$ cat src/rtl/sdram_cmd_pkg.sv
package sdram_cmd_pkg;

  typedef enum logic [2:0] {
    CMD_NOP     = 3'd0,
    CMD_ACT     = 3'd1,
    CMD_READ    = 3'd2,
    CMD_WRITE   = 3'd3,
    CMD_PRE     = 3'd4,
    CMD_PREALL  = 3'd5,
    CMD_REFRESH = 3'd6,
    CMD_MODESET = 3'd7
  } cmd_e;

  typedef enum logic [2:0] {
    PWR_NORMAL   = 3'd0,
    PWR_PRE_DOWN = 3'd1,
    PWR_SELF_REF = 3'd2,
    PWR_ACT_DOWN = 3'd3,
    PWR_SUSPEND  = 3'd4
  } pwr_e;

  // Strobes from the control path to the bank datapath
  typedef struct packed {
    logic openEn;    // open bank ba, capture its row
    logic closeOne;  // close bank ba
    logic closeAll;  // close every bank
    logic autoClose; // close the bank whose burst just ended
    logic capture;   // latch the command fields
    logic apFlag;    // auto-precharge value to report
  } bank_ctl_t;

  // Strobe order {csN, rasN, casN, weN}
  function automatic cmd_e decode_cmd(input logic [3:0] strobes, input logic apBit);
    unique case (strobes)
      4'b0011: decode_cmd = CMD_ACT;
      4'b0101: decode_cmd = CMD_READ;
      4'b0100: decode_cmd = CMD_WRITE;
      4'b0010: decode_cmd = apBit ? CMD_PREALL : CMD_PRE;
      4'b0001: decode_cmd = CMD_REFRESH;
      4'b0000: decode_cmd = CMD_MODESET;
      default: decode_cmd = CMD_NOP;
    endcase
  endfunction

endpackage

$ cat src/rtl/sdram_cmd_ctrl.sv
module sdram_cmd_ctrl
  import sdram_cmd_pkg::*;
#(
  parameter int BANK_W    = 2,
  parameter int BURST_LEN = 4,
  localparam int NUM_BANKS = 1 << BANK_W,
  localparam int CNT_W     = $clog2(BURST_LEN + 1)
) (
  input  logic                 clk,
  input  logic                 rstN,
  input  logic                 cke,
  input  logic                 csN,
  input  logic                 rasN,
  input  logic                 casN,
  input  logic                 weN,
  input  logic [BANK_W-1:0]    ba,
  input  logic                 apBit,
  input  logic [NUM_BANKS-1:0] bankOpen,
  output bank_ctl_t            ctl,
  output logic [BANK_W-1:0]    autoBank,
  output cmd_e                 cmdCode,
  output logic                 illegalCmd,
  output pwr_e                 powerState
);

  cmd_e             decCmd;
  logic             targetOpen;
  logic             isAccess;
  logic             illegalNow;
  logic             accessGo;
  logic             burstEnd;
  logic [CNT_W-1:0] burstCnt;
  logic             pendAp;
  logic [BANK_W-1:0] pendBank;
  pwr_e             nextPwr;

  always_comb begin
    decCmd     = decode_cmd({csN, rasN, casN, weN}, apBit);
    targetOpen = bankOpen[ba];
    isAccess   = (decCmd == CMD_READ) || (decCmd == CMD_WRITE);
    illegalNow = cke && (((decCmd == CMD_ACT) && targetOpen) ||
                         (isAccess && !targetOpen));
    accessGo   = cke && isAccess && targetOpen;
    burstEnd   = cke && (burstCnt == CNT_W'(1)) && !accessGo;
  end

  always_comb begin
    ctl.openEn    = cke && (decCmd == CMD_ACT) && !targetOpen;
    ctl.closeOne  = cke && (decCmd == CMD_PRE);
    ctl.closeAll  = cke && (decCmd == CMD_PREALL);
    ctl.autoClose = burstEnd && pendAp;
    ctl.capture   = cke && (decCmd != CMD_NOP);
    ctl.apFlag    = isAccess && apBit;
    autoBank      = pendBank;
  end

  // Burst tracking: progress only on clock-enabled edges
  always_ff @(posedge clk or negedge rstN) begin
    if (!rstN) begin
      burstCnt <= '0;
      pendAp   <= 1'b0;
      pendBank <= '0;
    end else if (accessGo) begin
      burstCnt <= CNT_W'(BURST_LEN);
      pendAp   <= apBit;
      pendBank <= ba;
    end else if (cke && (burstCnt != '0)) begin
      burstCnt <= burstCnt - CNT_W'(1);
      if (burstCnt == CNT_W'(1)) pendAp <= 1'b0;
    end
  end

  // Low-power classification
  always_comb begin
    if (cke)                          nextPwr = PWR_NORMAL;
    else if (powerState != PWR_NORMAL) nextPwr = powerState;
    else if (burstCnt != '0)          nextPwr = PWR_SUSPEND;
    else if (|bankOpen)               nextPwr = PWR_ACT_DOWN;
    else if (decCmd == CMD_REFRESH)   nextPwr = PWR_SELF_REF;
    else                              nextPwr = PWR_PRE_DOWN;
  end

  always_ff @(posedge clk or negedge rstN) begin
    if (!rstN) begin
      powerState <= PWR_NORMAL;
      cmdCode    <= CMD_NOP;
      illegalCmd <= 1'b0;
    end else begin
      powerState <= nextPwr;
      cmdCode    <= cke ? decCmd : CMD_NOP;
      illegalCmd <= illegalNow;
    end
  end

  assert_ignore_lowcke_R10: assert property (@(posedge clk) disable iff (!rstN)
    !cke |=> (cmdCode == CMD_NOP) && !illegalCmd);

  assert_hold_lowpower_R10: assert property (@(posedge clk) disable iff (!rstN)
    (!cke && (powerState != PWR_NORMAL)) |=> $stable(powerState));

  assert_exit_normal_R11: assert property (@(posedge clk) disable iff (!rstN)
    cke |=> (powerState == PWR_NORMAL));

  assert_suspend_entry_R9: assert property (@(posedge clk) disable iff (!rstN)
    (!cke && (powerState == PWR_NORMAL) && (burstCnt != '0)) |=> (powerState == PWR_SUSPEND));

  assert_burst_frozen_R10: assert property (@(posedge clk) disable iff (!rstN)
    !cke |=> $stable(burstCnt));

endmodule

$ cat src/rtl/sdram_bank_dp.sv
module sdram_bank_dp
  import sdram_cmd_pkg::*;
#(
  parameter int BANK_W = 2,
  parameter int ROW_W  = 13,
  parameter int COL_W  = 10,
  localparam int NUM_BANKS = 1 << BANK_W
) (
  input  logic                       clk,
  input  logic                       rstN,
  input  bank_ctl_t                  ctl,
  input  logic [BANK_W-1:0]          autoBank,
  input  logic [BANK_W-1:0]          ba,
  input  logic [ROW_W-1:0]           addr,
  output logic [NUM_BANKS-1:0]       bankOpen,
  output logic [NUM_BANKS*ROW_W-1:0] openRows,
  output logic [BANK_W-1:0]          cmdBank,
  output logic [ROW_W-1:0]           cmdRow,
  output logic [COL_W-1:0]           cmdCol,
  output logic                       autoPre
);

  logic [NUM_BANKS-1:0] closeHit;
  logic [NUM_BANKS-1:0] openHit;

  for (genvar b = 0; b < NUM_BANKS; b++) begin : g_bank
    always_comb begin
      closeHit[b] = ctl.closeAll ||
                    (ctl.closeOne  && (ba == BANK_W'(b))) ||
                    (ctl.autoClose && (autoBank == BANK_W'(b)));
      openHit[b]  = ctl.openEn && (ba == BANK_W'(b));
    end

    always_ff @(posedge clk or negedge rstN) begin
      if (!rstN) begin
        bankOpen[b]                 <= 1'b0;
        openRows[b*ROW_W +: ROW_W]  <= '0;
      end else if (closeHit[b]) begin
        bankOpen[b]                 <= 1'b0;
      end else if (openHit[b]) begin
        bankOpen[b]                 <= 1'b1;
        openRows[b*ROW_W +: ROW_W]  <= addr;
      end
    end
  end

  always_ff @(posedge clk or negedge rstN) begin
    if (!rstN) begin
      cmdBank <= '0;
      cmdRow  <= '0;
      cmdCol  <= '0;
      autoPre <= 1'b0;
    end else if (ctl.capture) begin
      cmdBank <= ba;
      cmdRow  <= addr;
      cmdCol  <= addr[COL_W-1:0];
      autoPre <= ctl.apFlag;
    end
  end

  assert_open_clash_R7: assert property (@(posedge clk) disable iff (!rstN)
    !(ctl.openEn && bankOpen[ba]));

  assert_open_sets_R3: assert property (@(posedge clk) disable iff (!rstN)
    ctl.openEn |=> bankOpen[$past(ba)]);

  assert_close_all_R5: assert property (@(posedge clk) disable iff (!rstN)
    ctl.closeAll |=> (bankOpen == '0));

  assert_no_capture_hold_R10: assert property (@(posedge clk) disable iff (!rstN)
    !ctl.capture |=> $stable(cmdRow) && $stable(cmdBank));

endmodule

$ cat src/rtl/sdram_cmd_decoder.sv
module sdram_cmd_decoder
  import sdram_cmd_pkg::*;
#(
  parameter int BANK_W    = 2,
  parameter int ROW_W     = 13,
  parameter int COL_W     = 10,
  parameter int AP_BIT    = 10,
  parameter int BURST_LEN = 4,
  localparam int NUM_BANKS = 1 << BANK_W
) (
  input  logic                       clk,
  input  logic                       rstN,
  input  logic                       cke,
  input  logic                       csN,
  input  logic                       rasN,
  input  logic                       casN,
  input  logic                       weN,
  input  logic [BANK_W-1:0]          ba,
  input  logic [ROW_W-1:0]           addr,
  output logic [2:0]                 cmdCode,
  output logic                       illegalCmd,
  output logic [BANK_W-1:0]          cmdBank,
  output logic [ROW_W-1:0]           cmdRow,
  output logic [COL_W-1:0]           cmdCol,
  output logic                       autoPre,
  output logic [NUM_BANKS-1:0]       bankOpen,
  output logic [NUM_BANKS*ROW_W-1:0] openRows,
  output logic [2:0]                 powerState
);

  bank_ctl_t         ctl;
  logic [BANK_W-1:0] autoBank;
  cmd_e              cmdEnum;
  pwr_e              pwrEnum;

  sdram_cmd_ctrl #(
    .BANK_W    (BANK_W),
    .BURST_LEN (BURST_LEN)
  ) u_ctrl (
    .clk        (clk),
    .rstN       (rstN),
    .cke        (cke),
    .csN        (csN),
    .rasN       (rasN),
    .casN       (casN),
    .weN        (weN),
    .ba         (ba),
    .apBit      (addr[AP_BIT]),
    .bankOpen   (bankOpen),
    .ctl        (ctl),
    .autoBank   (autoBank),
    .cmdCode    (cmdEnum),
    .illegalCmd (illegalCmd),
    .powerState (pwrEnum)
  );

  sdram_bank_dp #(
    .BANK_W (BANK_W),
    .ROW_W  (ROW_W),
    .COL_W  (COL_W)
  ) u_dp (
    .clk      (clk),
    .rstN     (rstN),
    .ctl      (ctl),
    .autoBank (autoBank),
    .ba       (ba),
    .addr     (addr),
    .bankOpen (bankOpen),
    .openRows (openRows),
    .cmdBank  (cmdBank),
    .cmdRow   (cmdRow),
    .cmdCol   (cmdCol),
    .autoPre  (autoPre)
  );

  assign cmdCode    = cmdEnum;
  assign powerState = pwrEnum;

endmodule

$ cat config.mk
export PLATFORM = sky130hd
export DESIGN_NAME = sdram_cmd_decoder
export DESIGN_NICKNAME = d
export VERILOG_FILES = /design/src/rtl/sdram_cmd_pkg.sv /design/src/rtl/sdram_cmd_ctrl.sv /design/src/rtl/sdram_bank_dp.sv /design/src/rtl/sdram_cmd_decoder.sv
export SDC_FILE = /design/constraint.sdc
export NUM_CORES = 1
export LEC_CHECK = 0
export BUFFER_PORTS_ARGS = -buffer_cell sky130_fd_sc_hd__clkbuf_2
export CAP_MARGIN = 20
export CORE_MARGIN = 3
export CORE_UTILIZATION = 46
export CTS_CLUSTER_DIAMETER = 30
export DETAILED_ROUTE_END_ITERATION = 6
export PLACE_DENSITY = 0.79
export SYNTH_ARGS = -nofsm -noshare
export SYNTH_HDL_FRONTEND = slang
export SYNTH_SLANG_ARGS = --single-unit
$ cat constraint.sdc
create_clock -name clk -period 2.05 [get_ports clk]
set_input_delay 0.205 -clock clk [delete_from_list [all_inputs] [get_ports clk]]
set_output_delay 0.205 -clock clk [all_outputs]
set_load 0.02 [all_outputs]
======== Yosys cells after proc, flatten, opt, wreduce, memory -nomap -nowiden ========
Cells that the tools add are included.
W data, S select, Z words.
word-level totals
  bits in registers ....................... 95
  output and inout port bits .............. 89
  logic and storage cells ................. 123
  input port bits ......................... 22
operators by class
  bitwise gates (word level) .............. 4
  muxes and demuxes ....................... 23
  eq/ne operators ......................... 19
  magnitude comparators ................... 1
  reductions and logical operators ........ 57
  add/subtract/negate cells ............... 1
operators with widths
  cell                   count
  $logic_and A1 B1 Y1    27
  $mux W3                7
  $pmux W3 S6            1
  $mux W1                13
  $reduce_bool A2 Y1     6
  $logic_or A1 B1 Y1     10
  $reduce_and A2 Y1      5
  $eq A3 B3 Y1 const B   3
  $reduce_bool A3 Y1     3
  $eq A2 B2 Y1 const B   4
  $eq A4 B2 Y1 const B   2
  $eq A4 B3 Y1 const B   2
  $eq A3 B1 Y1 const B   2
  $eq A3 B2 Y1 const B   2
  $eq A2 B1 Y1 const B   2
  $eq A4 B1 Y1 const B   1
  $logic_not A2 Y1       2
  $logic_not A4 Y1       1
  $not A1 Y1             4
  $reduce_or A4 Y1       1
  $lt A2 B3 Y1 const B   1
  $sub A3 B1 Y3 const B  1
  $bmux W1 S2            1
  $logic_not A1 Y1       2
  other kinds (2)        2

======== Logic depth before layout (Yosys ltp) ========
  depth in word-level cells ............... 13
  depth in mapped cells ................... 8
  gate-level depth less buffers ........... 6

======== Modules after synthesis ========
A second synthesis with hierarchy kept.
unflattened totals
  cell total of the unflattened synthesis .. 251
  area, all modules ....................... 3,673.5 sq um
by module, submodules not included
  module          times used  area an instance (sq um)  seq. area each (sq um)  cells each
  sdram_bank_dp   1           2,961.6                   1,801.7                 181
  sdram_cmd_ctrl  1           711.9                     325.3                   70

======== Worst setup path after synthesis ========
OpenSTA, ideal clock, no wires.
  path type ............................... register -> register
  from .................................... register u_ctrl.burstCnt[0]
  to ...................................... register u_dp.openRows[10]
  data required time ...................... 1.925 ns
  data arrival time ....................... 1.673 ns
  clock period less this slack ............ 1.798 ns
  library setup time ...................... 0.125 ns
  path buffers ............................ 2
  stages on the path, launching flop included .. 8
  setup slack ............................. 0.252 ns
  cell sequence ........................... dfrtp_1 ha_1 nand4b_1 nor3_1 or3_1 buf_6 buf_12 mux2_4
between the ends
  cells in the longest elaborated chain, start to end .. 8
ends and longest elaborated chain
  what                                line                  text
  start, declared                     sdram_cmd_ctrl.sv:32  logic [CNT_W-1:0] burstCnt;
  start signal, assigned              sdram_cmd_ctrl.sv:64  burstCnt <= CNT_W'(BURST_LEN);
  start signal, assigned              sdram_cmd_ctrl.sv:68  burstCnt <= burstCnt - CNT_W'(1);
  $eq A3 B1 Y1                        sdram_cmd_ctrl.sv:44  burstEnd = cke && (burstCnt == CNT_W'(1)) && !accessGo;
  $logic_and A1 B1 Y1 (2 in series)   sdram_cmd_ctrl.sv:44
  $logic_and A1 B1 Y1                 sdram_cmd_ctrl.sv:51  ctl.autoClose = burstEnd && pendAp;
  $logic_and A1 B1 Y1                 sdram_bank_dp.sv:30   (ctl.autoClose && (autoBank == BANK_W'(b)));
  $logic_or A1 B1 Y1                  sdram_bank_dp.sv:29   (ctl.closeOne && (ba == BANK_W'(b))) ||
  $not A1 Y1 (no source line)         -
  $reduce_and A2 Y1 (no source line)  -
  end signal, assigned by index       sdram_bank_dp.sv:42   openRows[b*ROW_W +: ROW_W] <= addr;
  end, declared                       sdram_bank_dp.sv:16   output logic [NUM_BANKS*ROW_W-1:0] openRows,
No other way between the ends.
A chain may end at the register's enable or synchronous reset.

======== Worst setup path in the final report ========
  from .................................... register u_ctrl.burstCnt[1]
  to ...................................... register u_dp.openRows[1]
The elaborated chain is that of the path after synthesis.

==> results by group <==
Run status
  • Status: completed

Yosys
  • Share of the synthesized area in the top cell type: 0.579
  • Post-Syn Area: 3670 um2
  • Mean Syn Cell Area: 13.7 um2
  • Most numerous cell in the Yosys netlist: dfrtp_1
  • Post-synth EDFFs: 0
  • Most frequent cells after synthesis: dfrtp_1, mux2_2, mux2_4
  • Yosys reg bits: 85
  • Top cells by area, synth: dfrtp_1, mux2_2, mux2_4
  • Post-synthesis cell type count: 34
  • Largest area contributor in the netlist: dfrtp_1
  • Seq/Total Area, Yosys: 0.579
  • Async SR Flop Fraction: 1.00
  • Mapped Cells: 268
  • Syn nets: 293
  • Yosys warning total: 0
  • Most used DFF post-synth: dfrtp_1

Clock network
  • Clock Tree Buf Depth: 2
  • Setup Buffers After CTS: 0
  • H-Tree Level Count: 3
  • CTS root buf: clkbuf_8
  • Worst skew pair latency: 0.36 ns
  • CTS tree: done
  • CTS Buf Count: 9
  • CTS resizes: 0
  • Clock slew at reported path FFs: 0.09 ns
  • Clk sink count: 85

Floorplan
  • Core area: 7490 um2
  • Initial Util: 0.491
  • Num rows: 31
  • Die area: 9100 um2
  • DIE WIDTH: 95.4 um
  • Die Span Y: 95.4 um
  • Total I/O pin count: 111

Setup path
  • Critical path arrival: 2.18 ns
  • FF-to-FF Start: u_ctrl.burstCnt[1]
  • CP bufs+invs: 2
  • R2R setup slack: 0.10 ns
  • Crit Path Class: flop to flop
  • Crit end category: flop
  • Worst Path Max Fanout: 13
  • Top Family by Delay on Critical Path: simple AND/OR/NAND/NOR gates
  • Critical-path cell list: inv_1, ha_1, nand4b_1, nor3_1, or3_1, buf_12, mux2_2
  • R2R Path End: u_dp.openRows[1]
  • R2R depth: 7
  • Crit path required time: 2.28 ns
  • CP Launch Type: flop
  • Crit-path slowest cell: dfrtp_1
  • Slowest stage delay, CP: 0.37 ns

Global routing
  • First-pass GRT wire length: 12.8 mm
  • Number of global-route vias before repair: 2,483
  • Initial antenna violation count: 0
  • Largest net degree at the start of global routing: 36
  • GRT Total Usage: 0.188
  • Grt total ovfl: 0

Timing
  • Final Hold Vio Count: 0
  • Max Freq: 513 MHz
  • Worst hold margin: 0.141 ns
  • Final period utilization: 0.951
  • Fin Clk Skew: 0.0147 ns
  • Setup-failing EPs final: 0
  • Worst-Margin Slew: 0.515 ns
  • Slew Viols, Final: 0
  • Min cycle time layout: 1.95 ns
  • Slew HR: 0.652
  • Setup TNS: 0 ns
  • Setup WS post-layout: 0.101 ns
  • RSZ-0062 raised after global routing: true

Pwr
  • Leak: 0.00238 uW
  • PD cells: 997 nW/um2
  • Pint: 3000 uW
  • Maximum VDD drop: 0.000429 V
  • Seq pwr share: 0.477
  • Combinational power share: 0.269
  • Switching Fraction: 0.334
  • Clock share of power: 0.254
  • Net switching power: 1510 uW

Cells and area
  • Area Overhead vs Synth: 23.0%
  • Share of cells above drive strength 1: 0.539
  • # diodes: 0
  • Final nets: 403
  • Post-Layout Cell Count: 481

Route
  • DRT Wirelength: 8.07 mm
  • Wire length per cell: 16.8 um
  • Vias: 2,517
  • Vias per cell: 5.23
  • DR iter-0 viols: 72
  • DR pass1 iterations: 4
  • Drt drc: 0
  • Post-route ant nets: 0

Hold path
  • Hold Path Sink: u_dp.openRows[28]
  • Worst hold path cell count: 2
  • Worst Hold Class: input pin to flop
  • Origin of the worst min-delay path: addr[2]

Placed design
  • Worst slack, placed: 0.0997 ns
  • DP HPWL: 5.97 mm
  • Placer Congestion: 0.886
  • Port Buffers: 110
  • Placed cells: 465

Run
  • Max-cap violations: 0
[layer usage]
layer | vias up | share of wire | GRT usage
met1 | 1248 | 0.43 | 0.239
met3 | 9 | 0.067 | 0.0474
met2 | 97 | 0.49 | 0.316
met5 | - | 0 | 0
li1 | 1163 | - | -
met4 | 0 | 0.0087 | 0.0592
[power groups by stage]
stage	Clock (uW)	Sequential, uW	Combinational (uW)
after global routing	1240	2180	1320
after detailed placement	0	2180	1230
after global placement	0	2160	1190
after CTS	1170	2150	1230
final	1140	2150	1210
after floorplan	0	2420	544
[logic make-up after synthesis]
family,after synthesis,synth area share
XOR/XNOR,1,0.00238
AND/OR/NAND/NOR,50,0.0691
flip-flops,85,0.579
buffers and inverters,32,0.0589
adder cells (fa/ha/maj),3,0.0102
AO/OA/AOI/OAI,30,0.0521
multiplexers,67,0.228
[metrics by stage]
stage / area [um2] / total power (uW) / util
floorplan: 3670 / 2960 / -
global placement: 4320 / 3350 / 0.577
detailed placement: 4320 / 3400 / 0.577
CTS: 4520 / 4540 / 0.604
global route: 4520 / 4750 / 0.604
finish: 4520 / 4510 / 0.604
[how the worst max path moves through the flow]
| stage | from | end | slack [ns] | cells past startpoint |
|---|---|---|---|---|
| after global placement | csN | u_dp.openRows[44] | 0.17 | 7 |
| after global routing | u_ctrl.burstCnt[1] | u_dp.openRows[2] | -0.06 | 7 |
| after detailed placement | csN | u_dp.openRows[5] | 0.1 | 7 |
| final | u_ctrl.burstCnt[1] | u_dp.openRows[1] | 0.10 | 7 |
| after floorplan | u_ctrl.burstCnt[0] | u_dp.openRows[10] | 0.25 | 7 |
| after CTS | u_ctrl.burstCnt[1] | u_dp.openRows[0] | 0.10 | 7 |
[placed cells by master, fill, tap and decap left out, types with 3 or more instances in the layout]
| cell type | n |
|---|---|
| inv_1 | 7 |
| buf_4 | 9 |
| clkbuf_8 | 9 |
| nand2b_1 | 3 |
| buf_12 | 5 |
| nand3_1 | 3 |
| nand4_1 | 6 |
| mux2_2 | 45 |
| nand2_1 | 14 |
| nor2_1 | 12 |
| ha_1 | 3 |
| mux2_4 | 20 |
| dfrtp_1 | 85 |
| clkbuf_2 | 109 |
| o21ai_0 | 10 |
| a21oi_1 | 10 |
| or3_1 | 3 |
[cell type report]
cell class / instances / area (um2)
Timing Repair Buffer: 124 / 723
Tap cell: 99 / 124
Multi-Input combinational cell: 151 / 1330
Clock buffer: 9 / 124
Sequential cell: 85 / 2130
Fill cell: 625 / 2970
Inverter: 7 / 26.3
Clock inverter: 6 / 63.8
[sequential cells by signal, indices dropped and copies added (netlist names)]
signal	count
u_dp.openRows	52
u_dp.cmdCol	9
u_dp.bankOpen	4
u_dp.cmdRow	4
u_ctrl.burstCnt	3
u_ctrl.cmdCode	3
u_ctrl.powerState	3
u_ctrl.autoBank	2
u_dp.cmdBank	2
u_ctrl.illegalCmd	1
u_ctrl.pendAp	1
u_dp.autoPre	1
[what timing repair did]
action	4_1_cts	5_1_grt
hold buffers	1	0
endpoints found under the setup margin	0	16
endpoints found under the hold margin	30	0
Power figures use the tool's default switching activity.
